$ cat config.mk
export PLATFORM = sky130hd
export DESIGN_NAME = eeprom_wr_seq
export DESIGN_NICKNAME = d
export VERILOG_FILES = /design/src/rtl/eews_pkg.sv /design/src/rtl/eews_req_gate.sv /design/src/rtl/eews_retry_ctr.sv /design/src/rtl/eews_fsm.sv /design/src/rtl/eeprom_wr_seq.sv
export SDC_FILE = /design/constraint.sdc
export NUM_CORES = 1
export LEC_CHECK = 0
export ABC_AREA = 1
export ABC_CLOCK_PERIOD_IN_PS = 2900
export BUFFER_PORTS_ARGS = -buffer_cell sky130_fd_sc_hd__buf_2
export CORE_ASPECT_RATIO = 0.5
export CORE_UTILIZATION = 55
export DETAILED_ROUTE_END_ITERATION = 6
export PLACE_DENSITY_LB_ADDON = 0.05
export SETUP_SLACK_MARGIN = 0.15
export SLEW_MARGIN = 20
export SYNTH_ARGS = -nofsm -noshare
export SYNTH_HDL_FRONTEND = slang
export SYNTH_SLANG_ARGS = --single-unit
$ cat constraint.sdc
create_clock -name clk -period 2.9 [get_ports clk]
set_input_delay 0.58 -clock clk [delete_from_list [all_inputs] [get_ports clk]]
set_output_delay 0.58 -clock clk [all_outputs]
set_load 0.01 [all_outputs]
$ cat src/rtl/eews_pkg.sv
package eews_pkg;
    localparam int DEV_W  = 7;
    localparam int WORD_W = 8;

    typedef enum logic [1:0] {
        CMD_NONE  = 2'd0,
        CMD_START = 2'd1,
        CMD_WRITE = 2'd2,
        CMD_STOP  = 2'd3
    } bus_cmd_e;

    typedef enum logic [3:0] {
        ST_IDLE,
        ST_W_START,
        ST_W_DEV,
        ST_W_WORD,
        ST_W_LOAD,
        ST_W_DATA,
        ST_STOP,
        ST_P_START,
        ST_P_DEV
    } seq_state_e;

    // what happens once the pending STOP has been sent
    typedef enum logic [1:0] {
        AFT_POLL,
        AFT_RETRY,
        AFT_OK,
        AFT_FAIL
    } after_stop_e;

    typedef struct packed {
        logic [DEV_W-1:0]  dev;
        logic [WORD_W-1:0] word;
    } wr_target_t;

    function automatic logic page_fits(int unsigned offset, int unsigned count,
                                       int unsigned page);
        return (count != 0) && (count <= page) && (offset + count <= page);
    endfunction

    function automatic logic [WORD_W-1:0] dev_write_byte(logic [DEV_W-1:0] dev);
        return {dev, 1'b0};
    endfunction
endpackage

$ cat src/rtl/eews_req_gate.sv
module eews_req_gate
    import eews_pkg::*;
#(
    parameter int PAGE_BYTES = 16,
    parameter int CNT_W      = $clog2(PAGE_BYTES + 1)
) (
    input  logic              clk,
    input  logic              rst,
    input  logic              idle,
    input  logic              req_valid,
    input  logic [DEV_W-1:0]  req_dev,
    input  logic [WORD_W-1:0] req_word,
    input  logic [CNT_W-1:0]  req_count,
    output logic              req_ready,
    output logic              take_ok,
    output logic              take_bad,
    output wr_target_t        tgt_q,
    output logic [CNT_W-1:0]  cnt_q
);
    localparam int OFF_W = $clog2(PAGE_BYTES);

    logic [OFF_W-1:0] offset;
    logic             fits;

    assign req_ready = idle;
    assign offset    = req_word[OFF_W-1:0];
    assign fits      = page_fits(32'(offset), 32'(req_count), PAGE_BYTES);
    assign take_ok   = req_valid && req_ready && fits;
    assign take_bad  = req_valid && req_ready && !fits;

    always_ff @(posedge clk) begin
        if (rst) begin
            tgt_q <= '0;
            cnt_q <= '0;
        end else if (take_ok) begin
            tgt_q.dev  <= req_dev;
            tgt_q.word <= req_word;
            cnt_q      <= req_count;
        end
    end

    // a latched count always fits inside one page
    assert_count_in_page_R3: assert property (@(posedge clk) disable iff (rst)
        take_ok |=> (cnt_q != '0) && (32'(cnt_q) <= PAGE_BYTES));
endmodule

$ cat src/rtl/eews_retry_ctr.sv
module eews_retry_ctr #(
    parameter int POLL_MAX = 8,
    parameter int CW       = $clog2(POLL_MAX + 1)
) (
    input  logic clk,
    input  logic rst,
    input  logic clr,
    input  logic inc,
    output logic last
);
    logic [CW-1:0] cnt;

    always_ff @(posedge clk) begin
        if (rst || clr) cnt <= '0;
        else if (inc)   cnt <= cnt + 1'b1;
    end

    assign last = (cnt == CW'(POLL_MAX - 1));

    assert_retry_bound_R9: assert property (@(posedge clk) disable iff (rst)
        32'(cnt) < POLL_MAX);
    assert_no_inc_at_limit_R9: assert property (@(posedge clk) disable iff (rst)
        inc |-> !last);
endmodule

$ cat src/rtl/eews_fsm.sv
module eews_fsm
    import eews_pkg::*;
#(
    parameter int CNT_W = 5
) (
    input  logic              clk,
    input  logic              rst,
    input  logic              take_ok,
    input  logic              take_bad,
    input  wr_target_t        tgt_q,
    input  logic [CNT_W-1:0]  cnt_q,
    output logic              idle,
    input  logic              wdata_valid,
    input  logic [WORD_W-1:0] wdata,
    output logic              wdata_ready,
    output logic              eng_cmd_valid,
    output bus_cmd_e          eng_cmd,
    output logic [WORD_W-1:0] eng_byte,
    input  logic              eng_done,
    input  logic              eng_ack,
    output logic              retry_clr,
    output logic              retry_inc,
    input  logic              retry_last,
    output logic              done,
    output logic              err
);
    seq_state_e        st;
    after_stop_e       aft;
    logic [CNT_W-1:0]  sent;
    logic [WORD_W-1:0] dbuf;

    assign idle        = (st == ST_IDLE);
    assign wdata_ready = (st == ST_W_LOAD);
    assign retry_clr   = take_ok;
    assign retry_inc   = (st == ST_P_DEV) && eng_done && !eng_ack && !retry_last;

    always_comb begin
        eng_cmd_valid = 1'b1;
        eng_cmd       = CMD_NONE;
        eng_byte      = '0;
        unique case (st)
            ST_W_START, ST_P_START: eng_cmd = CMD_START;
            ST_W_DEV, ST_P_DEV: begin
                eng_cmd  = CMD_WRITE;
                eng_byte = dev_write_byte(tgt_q.dev);
            end
            ST_W_WORD: begin
                eng_cmd  = CMD_WRITE;
                eng_byte = tgt_q.word;
            end
            ST_W_DATA: begin
                eng_cmd  = CMD_WRITE;
                eng_byte = dbuf;
            end
            ST_STOP: eng_cmd = CMD_STOP;
            default: eng_cmd_valid = 1'b0;
        endcase
    end

    always_ff @(posedge clk) begin
        if (rst) begin
            st   <= ST_IDLE;
            aft  <= AFT_OK;
            sent <= '0;
            dbuf <= '0;
            done <= 1'b0;
            err  <= 1'b0;
        end else begin
            done <= 1'b0;
            err  <= 1'b0;
            unique case (st)
                ST_IDLE: begin
                    sent <= '0;
                    if (take_ok) begin
                        st <= ST_W_START;
                    end else if (take_bad) begin
                        done <= 1'b1;
                        err  <= 1'b1;
                    end
                end
                ST_W_START: if (eng_done) st <= ST_W_DEV;
                ST_W_DEV: if (eng_done) begin
                    if (eng_ack) st <= ST_W_WORD;
                    else begin aft <= AFT_FAIL; st <= ST_STOP; end
                end
                ST_W_WORD: if (eng_done) begin
                    if (eng_ack) st <= ST_W_LOAD;
                    else begin aft <= AFT_FAIL; st <= ST_STOP; end
                end
                ST_W_LOAD: if (wdata_valid) begin
                    dbuf <= wdata;
                    st   <= ST_W_DATA;
                end
                ST_W_DATA: if (eng_done) begin
                    if (!eng_ack) begin
                        aft <= AFT_FAIL;
                        st  <= ST_STOP;
                    end else if (sent + 1'b1 == cnt_q) begin
                        aft <= AFT_POLL;
                        st  <= ST_STOP;
                    end else begin
                        sent <= sent + 1'b1;
                        st   <= ST_W_LOAD;
                    end
                end
                ST_STOP: if (eng_done) begin
                    unique case (aft)
                        AFT_POLL, AFT_RETRY: st <= ST_P_START;
                        AFT_OK: begin
                            done <= 1'b1;
                            st   <= ST_IDLE;
                        end
                        AFT_FAIL: begin
                            done <= 1'b1;
                            err  <= 1'b1;
                            st   <= ST_IDLE;
                        end
                    endcase
                end
                ST_P_START: if (eng_done) st <= ST_P_DEV;
                ST_P_DEV: if (eng_done) begin
                    if (eng_ack)         aft <= AFT_OK;
                    else if (retry_last) aft <= AFT_FAIL;
                    else                 aft <= AFT_RETRY;
                    st <= ST_STOP;
                end
                default: st <= ST_IDLE;
            endcase
        end
    end

    assert_cmd_hold_R11: assert property (@(posedge clk) disable iff (rst)
        eng_cmd_valid && !eng_done |=> eng_cmd_valid && $stable(eng_cmd) && $stable(eng_byte));
    assert_done_pulse_R10: assert property (@(posedge clk) disable iff (rst)
        done |=> !done);
    assert_err_with_done_R10: assert property (@(posedge clk) disable iff (rst)
        err |-> done);
    assert_reject_quiet_R3: assert property (@(posedge clk) disable iff (rst)
        take_bad |=> done && err && !eng_cmd_valid);
    assert_write_dir_R2: assert property (@(posedge clk) disable iff (rst)
        (st == ST_W_DEV || st == ST_P_DEV) |-> !eng_byte[0]);
    assert_no_data_pull_out_of_write_R4: assert property (@(posedge clk) disable iff (rst)
        wdata_ready |-> !eng_cmd_valid && (sent < cnt_q));
endmodule

$ cat src/rtl/eeprom_wr_seq.sv
module eeprom_wr_seq
    import eews_pkg::*;
#(
    parameter int PAGE_BYTES = 16,
    parameter int POLL_MAX   = 8,
    parameter int CNT_W      = $clog2(PAGE_BYTES + 1)
) (
    input  logic              clk,
    input  logic              rst,
    input  logic              req_valid,
    output logic              req_ready,
    input  logic [DEV_W-1:0]  req_dev,
    input  logic [WORD_W-1:0] req_word,
    input  logic [CNT_W-1:0]  req_count,
    input  logic              wdata_valid,
    output logic              wdata_ready,
    input  logic [WORD_W-1:0] wdata,
    output logic              eng_cmd_valid,
    output logic [1:0]        eng_cmd,
    output logic [WORD_W-1:0] eng_byte,
    input  logic              eng_done,
    input  logic              eng_ack,
    output logic              done,
    output logic              err
);
    logic             idle, take_ok, take_bad;
    logic             retry_clr, retry_inc, retry_last;
    wr_target_t       tgt_q;
    logic [CNT_W-1:0] cnt_q;
    bus_cmd_e         cmd_e;

    eews_req_gate #(.PAGE_BYTES(PAGE_BYTES), .CNT_W(CNT_W)) gate_i (
        .clk(clk), .rst(rst), .idle(idle),
        .req_valid(req_valid), .req_dev(req_dev), .req_word(req_word),
        .req_count(req_count), .req_ready(req_ready),
        .take_ok(take_ok), .take_bad(take_bad),
        .tgt_q(tgt_q), .cnt_q(cnt_q)
    );

    eews_retry_ctr #(.POLL_MAX(POLL_MAX)) retry_i (
        .clk(clk), .rst(rst), .clr(retry_clr), .inc(retry_inc), .last(retry_last)
    );

    eews_fsm #(.CNT_W(CNT_W)) fsm_i (
        .clk(clk), .rst(rst),
        .take_ok(take_ok), .take_bad(take_bad), .tgt_q(tgt_q), .cnt_q(cnt_q),
        .idle(idle),
        .wdata_valid(wdata_valid), .wdata(wdata), .wdata_ready(wdata_ready),
        .eng_cmd_valid(eng_cmd_valid), .eng_cmd(cmd_e), .eng_byte(eng_byte),
        .eng_done(eng_done), .eng_ack(eng_ack),
        .retry_clr(retry_clr), .retry_inc(retry_inc), .retry_last(retry_last),
        .done(done), .err(err)
    );

    assign eng_cmd = cmd_e;
endmodule

**Yosys cells after proc, flatten, opt, wreduce, memory -nomap -nowiden**

Index checks and enable logic that the tools add are counted.

- Add/sub/neg operators: 3
- Magnitude comparators: 2
- Equality and inequality tests: 27
- Multiplexer cells: 39
- Reductions and logical operators: 28

Operators with widths:

| cell | count |
|---|---|
| $mux 4 | 10 |
| $pmux 4 s9 | 1 |
| $le 32x5->1 const B | 1 |
| $pmux 8 s3 | 1 |
| $ne 2x2->1 const B | 11 |
| $eq 4x3->1 const B | 5 |
| $mux 2 | 10 |
| $mux 5 | 3 |
| $pmux 2 s3 | 2 |
| $pmux 5 s2 | 1 |
| $reduce_or 2->1 | 5 |
| $reduce_and 9->1 | 1 |
| $eq 4x2->1 const B | 2 |
| $logic_and 1x1->1 | 8 |
| $pmux 4 s2 | 1 |
| $mux 1 | 7 |
| $reduce_or 7->1 | 1 |
| $add 4x5->6 | 1 |
| $reduce_and 6->1 | 1 |
| $add 5x1->5 const B | 1 |
| $eq 5x5->1 | 1 |
| $le 5x5->1 const B | 1 |
| $reduce_bool 5->1 | 1 |
| $add 4x1->4 const B | 1 |
| 17 further kinds | 22 |

- Flip-flop bits (word level): 45
- Input port bits: 34
- Output and inout bits: 15
- Word-level logic and storage cells: 109

**Longest topological paths before layout**

Gate-level depths: netlist of run 1.

- Depth after elaboration: 8
- Mapped depth: 13
- Depth with buffers taken out: 13

**By module**

Synthesis of run 1 repeated with hierarchy kept, for this count alone.

- Cells, all modules: 472
- Area, all modules: 2864.0 µm²

Modules (own cells, without submodules):

| module | times used | cells each | area an instance (µm²) | seq. area each (µm²) |
|---|---|---|---|---|
| eews_fsm | 1 | 235 | 1413.9 | 420.4 |
| eews_req_gate | 1 | 212 | 1272.5 | 400.4 |
| eews_retry_ctr | 1 | 25 | 177.7 | 80.1 |

**Worst setup path after synthesis of run 1**

No wires, ideal clock.

- Kind: input -> register
- Start: input port req_word[0]
- End: register gate_i.cnt_q[2]
- Setup time: 0.128 ns
- Arrival time: 2.108 ns
- Data required time: 2.772 ns
- Slack: 0.663 ns
- Cell stages on the path: 10
- Buffers on the path: 1
- Path through: ha_1 fa_1 or2_1 nor2_1 nand3_1 nand2_1 nand3_2 buf_2 o21ai_0 a21oi_1

- Longest elaborated chain between the ends: 4

RTL lines:

| item | line | RTL |
|---|---|---|
| start: declaration | eeprom_wr_seq.sv:13 | `input logic [WORD_W-1:0] req_word,` |
| $add 4x5->6 | eews_pkg.sv:39 | `return (count != 0) && (count <= page) && (offset + count <= page);` |
| $le 32x5->1 | eews_pkg.sv:39 |  |
| $logic_and 1x1->1 | eews_pkg.sv:39 |  |
| $logic_and 1x1->1 | eews_req_gate.sv:28 | `assign take_ok = req_valid && req_ready && fits;` |
| end signal: assignment | eews_req_gate.sv:38 | `cnt_q <= req_count;` |
| end: declaration | eews_req_gate.sv:18 | `output logic [CNT_W-1:0] cnt_q` |

Every way passes these cells.
A chain may end at the register's enable or synchronous reset.

**Worst setup path in the final report of run 1**

- Start: register fsm_i.st[0]
- End: output port eng_byte[1]

- Longest elaborated chain between the ends: 3
- Elaborated cells on any way between the ends: 6
- Classes of those cells: eq/ne (4); mux (1); reduce/logical (1)

RTL lines:

| item | line | RTL |
|---|---|---|
| start: declaration | eews_fsm.sv:27 | `seq_state_e st;` |
| start signal: assignment | eews_fsm.sv:62 | `st <= ST_IDLE;` |
| start signal: assignment | eews_fsm.sv:75 | `st <= ST_W_START;` |
| start signal: assignment | eews_fsm.sv:81 | `ST_W_START: if (eng_done) st <= ST_W_DEV;` |
| $eq 4x2->1 or $eq 4x4->1 (tied branches) | eews_fsm.sv:41 | `unique case (st)` |
| $reduce_or 2->1 | eews_fsm.sv:41 |  |
| $pmux 8 s3 (*) | eews_fsm.sv:41 |  |
| end: declaration | eeprom_wr_seq.sv:20 | `output logic [WORD_W-1:0] eng_byte,` |

Every way passes the cells marked *; elsewhere a longest branch is shown, timed or not.

==> results of run 1 <==
-- worst max-delay path, cell delays in order, from the launching register on --
cell	delay [ns]
dfxtp_1	0.54
nor2_2	0.11
nand3_1	0.12
inv_2	0.08
nor2_1	0.20
inv_1	0.19
nand2_1	0.11
o221ai_1	0.11
buf_2	0.16
-- worst paths after layout --
kind                                    endpoint  slack, ns
worst max-delay path                 eng_byte[1]       0.41
worst min-delay path            gate_i.tgt_q[13]       0.45
worst max register to register     fsm_i.sent[1]       1.10
worst min register to register  gate_i.tgt_q[13]       0.45
-- cells by family after synthesis --
logic type	after synthesis
and+or+nand+nor	164
buffers and inverters	66
xor gates and xnor gates	1
DFF	45
adders and majority gates	7
AOI/OAI and AO/OA	85
-- power by group through the flow --
stage / clock network, mW / logic (mW) / registers, mW
floorplan: 0 / 0.475 / 0.750
global placement: 0 / 0.588 / 0.771
detailed placement: 0 / 0.605 / 0.774
CTS: 0.435 / 0.607 / 0.760
global route: 0.457 / 0.686 / 0.772
finish: 0.425 / 0.605 / 0.762
-- cell usage in the layout, fill, tap and decap left out, drive strengths merged --
cell	n
dfxtp	45
nand2	85
buf	50
or2	4
fa	1
nand3b	1
clkinv	1
nor3b	2
nand3	34
ha	6
a21oi	43
nand4	7
nor2	31
xnor2	1
clkbuf	7
o221ai	7
inv	56
o21ai	34
o22ai	1
-- final cells by class --
class                           count  area (um2)  share of cell area
Sequential cell                    45         901               0.309
Timing Repair Buffer               50         268              0.0918
Clock buffer                        7        96.3              0.0330
Clock inverter                      1        5.00             0.00172
Multi-Input combinational cell    257        1360               0.467
Inverter                           56         213              0.0729
Tap cell                           57        71.3              0.0244
-- registers in the layout (all words and copies together), names as in the netlist --
register / flops
gate_i.cnt_q: 5
fsm_i.sent: 5
fsm_i.st: 4
fsm_i.done: 1
fsm_i.err: 1
fsm_i.dbuf: 8
retry_i.cnt: 4
gate_i.tgt_q: 15
fsm_i.aft: 2
-- routing by layer --
metal	vias to the layer above	share of wire	GRT usage
met5	-	0	0
met4	0	0	0.0448
met3	0	0.065	0.0482
met2	60	0.42	0.380
met1	1049	0.52	0.336
li1	1302	-	-
==> flow_metrics.py, run 1 <==
metrics = {
    "timing": {
        "post_route_setup_tns_ns": 0,
        "slew-limit-headroom": 0.660,
        "finalMaxSlewViolations": 0,
        "achievable-frequency_ghz": 0.402,
        "final_critical_path_setup_slack_ns": 0.410,
        "skew_ns": 0.00316,
        "timing_worst_slew_pin_value_ns": 0.509,
        "finalHoldViolations": 0,
        "setup_violations": 0,
        "rsz_0062_raised_after_global_routing": "no",
        "min_period_ns": 2.49,
        "final_min_period_over_clock_period": 0.859,
        "fin_worst_hold_slack_ns": 0.448,
    },
    "min_path": {
        "timing.hold.worst_path_depth": 2,
        "min_from": "gate_i.tgt_q[13]",
        "hold_class": "flip-flop to flip-flop",
    },
    "placed_design": {
        "dp_hpwl_mm": 4.34,
        "post_placement_cell_count": 465,
        "port_buffers": 48,
        "gp_congestion": 0.874,
        "postPlaceCellArea_um2": 2820,
        "pre_cts_slack_ns": 0.275,
    },
    "power": {
        "switchingPower_uw": 658,
        "power_density_nw_per_um2": 614,
        "internal_power_mw": 1.13,
        "p_sw_frac": 0.367,
        "worst_voltage_drop_across_the_vdd_grid_mv": 0.309,
        "clock_power_share": 0.237,
        "p_leak_nw": 1.34,
        "share_of_total_power_in_sequential_cells": 0.425,
        "share_comb_of_total_power": 0.338,
        "design_power_total_mw": 1.79,
    },
    "final_layout": {
        "num_antenna_cells": 0,
        "post_route_core_utilization": 0.660,
        "num-fill-cells": 417,
        "layout.cells.non_filler": 473,
        "area_growth_pct": 14.8,
        "layout.cell_area.non_filler_um2": 2920,
        "drive_gt1_frac": 0.226,
        "nNetsFinal": 456,
    },
    "setup_path": {
        "cp-end-kind": "output port",
        "critical_path.reg2reg.startpoint": "fsm_i.sent[0]",
        "worstPathArrival_ns": 1.91,
        "critical_path_required_ns": 2.32,
        "criticalPathCategory": "flip-flop to output port",
        "cp_max_fo": 9,
        "worstSetupStartpointType": "flip-flop",
        "crit_start": "fsm_i.st[0]",
        "r2r.worst_path.cells": 11,
    },
    "grt": {
        "grt_pass1_wl_mm": 9.40,
        "global_route.overflow_total": 0,
        "antenna_found_initial": 0,
        "via_count_of_the_first_global_routing_pass": 2115,
        "grt_start_max_net_pins": 36,
        "total_routing_usage_reported_by_global_routing": 0.238,
    },
    "synthesis": {
        "synth_top_cell_by_area": "dfxtp_1",
        "synth_seq_area_share": 0.354,
        "synth_commonest_cells": "nand2_1 (71), inv_1 (49), dfxtp_1 (45)",
        "synth_enable_flop_cells": 0,
        "yosys_warnings": 0,
        "muxShareOfSynthArea": 0,
        "yosysMostFrequentCell": "nand2_1",
        "netlist.area_leader.share": 0.354,
        "synthSimpleGateAreaFrac": 0.314,
        "avgSynthCellArea_um2": 6.91,
        "synth_top_family_by_area": "simple AND/OR/NAND/NOR gates",
        "asyncSetResetFlopFracSynth": 0,
        "dominantRegCellSynth": "dfxtp_1",
        "post_synth_num_cell_types": 33,
        "synth-seq-cells": 45,
        "synth_area_um2": 2540,
        "post_synth_fa_ha_maj_area_fraction": 0.0374,
        "syn_nets": 409,
        "synth_area_leaders": "dfxtp_1 (35%), nand2_1 (10%), a21oi_1 (8.3%)",
        "xor_and_xnor_area_share_after_synthesis": 0.00344,
        "post_synth_inst_count": 368,
        "synth_compound_gate_area_share": 0.181,
    },
    "drt": {
        "antenna_left": 0,
        "routed_via_count_divided_by_cell_count": 5.10,
        "route.final.wire_length_mm": 5.64,
        "detailroute.via_count": 2411,
        "drt-wirelength-per-cell_um": 11.9,
        "number_of_drc_violations_after_detailed_routing_iteration_0": 101,
        "detail_route.first_pass.iterations": 6,
        "drt_drc_violations_left": 0,
    },
    "cts": {
        "post-cts-setup-buffer-count": 0,
        "cts_tree": "built",
        "cts_inserted_buffers": 5,
        "post_cts_resize_count": 0,
        "post_cts_hold_buffer_count": 0,
        "cts_root_buffer": "clkbuf_8",
        "clock_latency_late_sink_ns": 0.29,
        "numClockSinks": 45,
        "clkTransAtPathRegs_ns": 0.08,
        "htree_num_levels": 2,
        "cts.path.max_buffers": 2,
    },
    "job": {
        "maxCapViolCount": 0,
    },
    "floorplan": {
        "chipHeight_um": 50.1,
        "initial_util": 0.575,
        "design.portCount": 49,
        "floorplan.die.width_um": 98.2,
        "rows": 17,
        "core_region_area_um2": 4420,
        "die-area_um2": 4910,
    },
    "status": {
        "outcome": "complete, no violations",
    },
}
Note: power is estimated with default switching activity, not from simulation.
==> run 2: changes to the inputs <==
--- a/config.mk
+++ b/config.mk
@@ -12,7 +12,7 @@
 export CORE_UTILIZATION = 55
 export DETAILED_ROUTE_END_ITERATION = 6
 export PLACE_DENSITY_LB_ADDON = 0.05
-export SETUP_SLACK_MARGIN = 0.15
+export SETUP_SLACK_MARGIN = 0.5
 export SLEW_MARGIN = 20
 export SYNTH_ARGS = -nofsm -noshare
 export SYNTH_HDL_FRONTEND = slang
==> run 2 against run 1 <==
Sequential share of layout area decreased by 0.18 points. Total power increased by 0.89%. Highest routed layer is now met4. Maximum frequency rose by 10%. Register-to-register slack is essentially flat. Global-route usage is the same. Setup slack gained 0.23 ns. Non-clock buffer count unchanged. Largest power group unchanged. Clock skew increased by 0.0010 ns.
==> flow_metrics.py, run 2 (synthesis gave the netlist of run 1 again) <==
metrics = {
    "status": {
        "outcome": "complete, no violations",
    },
    "timing": {
        "final_critical_path_setup_slack_ns": 0.642,
        "rsz_0062_raised_after_global_routing": "no",
        "slew-limit-headroom": 0.652,
        "fin_worst_hold_slack_ns": 0.449,
        "finalMaxSlewViolations": 0,
        "achievable-frequency_ghz": 0.443,
        "timing_worst_slew_pin_value_ns": 0.520,
        "skew_ns": 0.00418,
        "finalHoldViolations": 0,
        "setup_violations": 0,
        "final_min_period_over_clock_period": 0.778,
        "post_route_setup_tns_ns": 0,
        "min_period_ns": 2.26,
    },
    "setup_path": {
        "critical_path_required_ns": 2.32,
        "worstSetupStartpointType": "flip-flop",
        "cp-end-kind": "output port",
        "critical-path-top-delay-family": "flip-flops",
        "worstPathBufferInverterCount": 4,
        "worstPathArrival_ns": 1.68,
        "timing.critical_path.slowest_stage_cell": "dfxtp_2",
        "criticalPathCategory": "flip-flop to output port",
        "critPathMaxStageDelay_ns": 0.45,
        "crit_top_cell": "nor2_2",
        "crit_chain": "inv_2 -> nor2_2 -> nand2_4 -> inv_4 -> nor2_2 -> nand2_1 -> inv_1 -> o21ai_0 -> buf_2",
        "cp_max_fo": 11,
    },
    "grt": {
        "grt_pass1_wl_mm": 9.40,
        "via_count_of_the_first_global_routing_pass": 2115,
        "total_routing_usage_reported_by_global_routing": 0.238,
        "grt.met2_usage": 0.380,
        "antenna_found_initial": 0,
        "busiest_layer": "met2",
        "grt_use_met1": 0.336,
        "grt_start_max_net_pins": 36,
        "gr-usage-met3": 0.0482,
        "global_route.overflow_total": 0,
    },
    "final_layout": {
        "num_antenna_cells": 0,
        "num-fill-cells": 411,
        "area_growth_pct": 15.7,
        "mostFrequentLayoutCells": "nand2_1 (68), inv_1 (48), buf_2 (48), dfxtp_1 (43), a21oi_1 (42)",
        "mostFrequentLayoutCell": "nand2_1",
        "reg.largest.list": "gate_i.tgt_q x15, fsm_i.dbuf x8",
        "drive_gt1_frac": 0.245,
        "layout.cell_area.non_filler_um2": 2940,
        "nNetsFinal": 456,
        "largest_register_ff_count": 15,
        "largest-register": "gate_i.tgt_q",
    },
    "drt": {
        "drt_drc_violations_left": 0,
        "drt-wirelength-per-cell_um": 12.0,
        "number_of_drc_violations_after_detailed_routing_iteration_0": 116,
        "route.final.wire_length_mm": 5.68,
        "detail_route.first_pass.iterations": 6,
        "detailroute.via_count": 2442,
        "antenna_left": 0,
        "routed_via_count_divided_by_cell_count": 5.16,
    },
    "cts": {
        "clkTransAtPathRegs_ns": 0.08,
        "cts.path.max_buffers": 2,
        "post-cts-setup-buffer-count": 0,
        "clock_latency_late_sink_ns": 0.29,
        "cts_inserted_buffers": 5,
        "htree_num_levels": 2,
        "post_cts_resize_count": 1,
        "cts_tree": "built",
        "post_cts_hold_buffer_count": 0,
        "cts_root_buffer": "clkbuf_8",
        "numClockSinks": 45,
    },
    "power": {
        "design_power_total_mw": 1.81,
        "switchingPower_uw": 668,
        "worst_voltage_drop_across_the_vdd_grid_mv": 0.310,
        "p_sw_frac": 0.370,
        "share_of_total_power_in_sequential_cells": 0.423,
        "p_leak_nw": 1.35,
        "share_comb_of_total_power": 0.341,
        "power_density_nw_per_um2": 614,
        "internal_power_mw": 1.14,
        "clock_power_share": 0.236,
    },
    "min_path": {
        "hold_class": "flip-flop to flip-flop",
    },
    "floorplan": {
        "rows": 17,
        "die-area_um2": 4910,
        "core_region_area_um2": 4420,
        "floorplan.die.width_um": 98.2,
        "design.portCount": 49,
        "initial_util": 0.575,
        "chipHeight_um": 50.1,
    },
    "placed_design": {
        "dp_hpwl_mm": 4.34,
        "gp_congestion": 0.874,
        "pre_cts_slack_ns": 0.275,
        "postPlaceCellArea_um2": 2820,
        "port_buffers": 48,
    },
    "job": {
        "maxCapViolCount": 0,
    },
}
## run 2: cell counts in the layout (fill, tap and decap cells not counted)
No cell type changed its count.
## run 2: per-layer routing
layer	share of wire	vias to the layer above	routed length, um
met5	0	-	0
met4	0.0012	0	7
met3	0.052	2	293
met2	0.42	51	2410
met1	0.52	1091	2970
li1	-	1298	-
## run 2: tightest hold or removal path, cell delays in order, from the launching register on
cell and delay (ns):
dfxtp_1 0.32, inv_1 0.05, a21oi_1 0.05
## run 2: power by group through the flow
| stage | Clock [mW] | Combinational, mW | Sequential, mW |
|---|---|---|---|
| floorplan | 0 | 0.475 | 0.750 |
| global placement | 0 | 0.588 | 0.771 |
| detailed placement | 0 | 0.605 | 0.774 |
| CTS | 0.435 | 0.607 | 0.762 |
| global route | 0.457 | 0.696 | 0.776 |
| finish | 0.426 | 0.616 | 0.765 |
## run 2: area by class of cell
class / count / area (um2) / area share
multi-input combinational: 257 / 1390 / 0.471
timing repair buffer: 50 / 268 / 0.0910
tap: 57 / 71.3 / 0.0242
clock inverter: 1 / 5.00 / 0.00170
inverter: 56 / 213 / 0.0723
clock buffer: 7 / 96.3 / 0.0327
sequential: 45 / 903 / 0.307
## run 2: final timing paths
path	start	slack [ns]	to	cells past startpoint
hold / removal	gate_i.tgt_q[10]	0.45	gate_i.tgt_q[10]	2
hold reg to reg	gate_i.tgt_q[10]	0.45	gate_i.tgt_q[10]	2
setup / recovery	fsm_i.st[0]	0.64	eng_cmd[1]	9
setup reg to reg	fsm_i.sent[0]	1.09	fsm_i.sent[1]	11
## run 2: through the flow
step,util,instances
finish,0.665,473
global placement,0.637,465
floorplan,-,368
global route,0.665,473
CTS,0.660,473
detailed placement,0.637,465
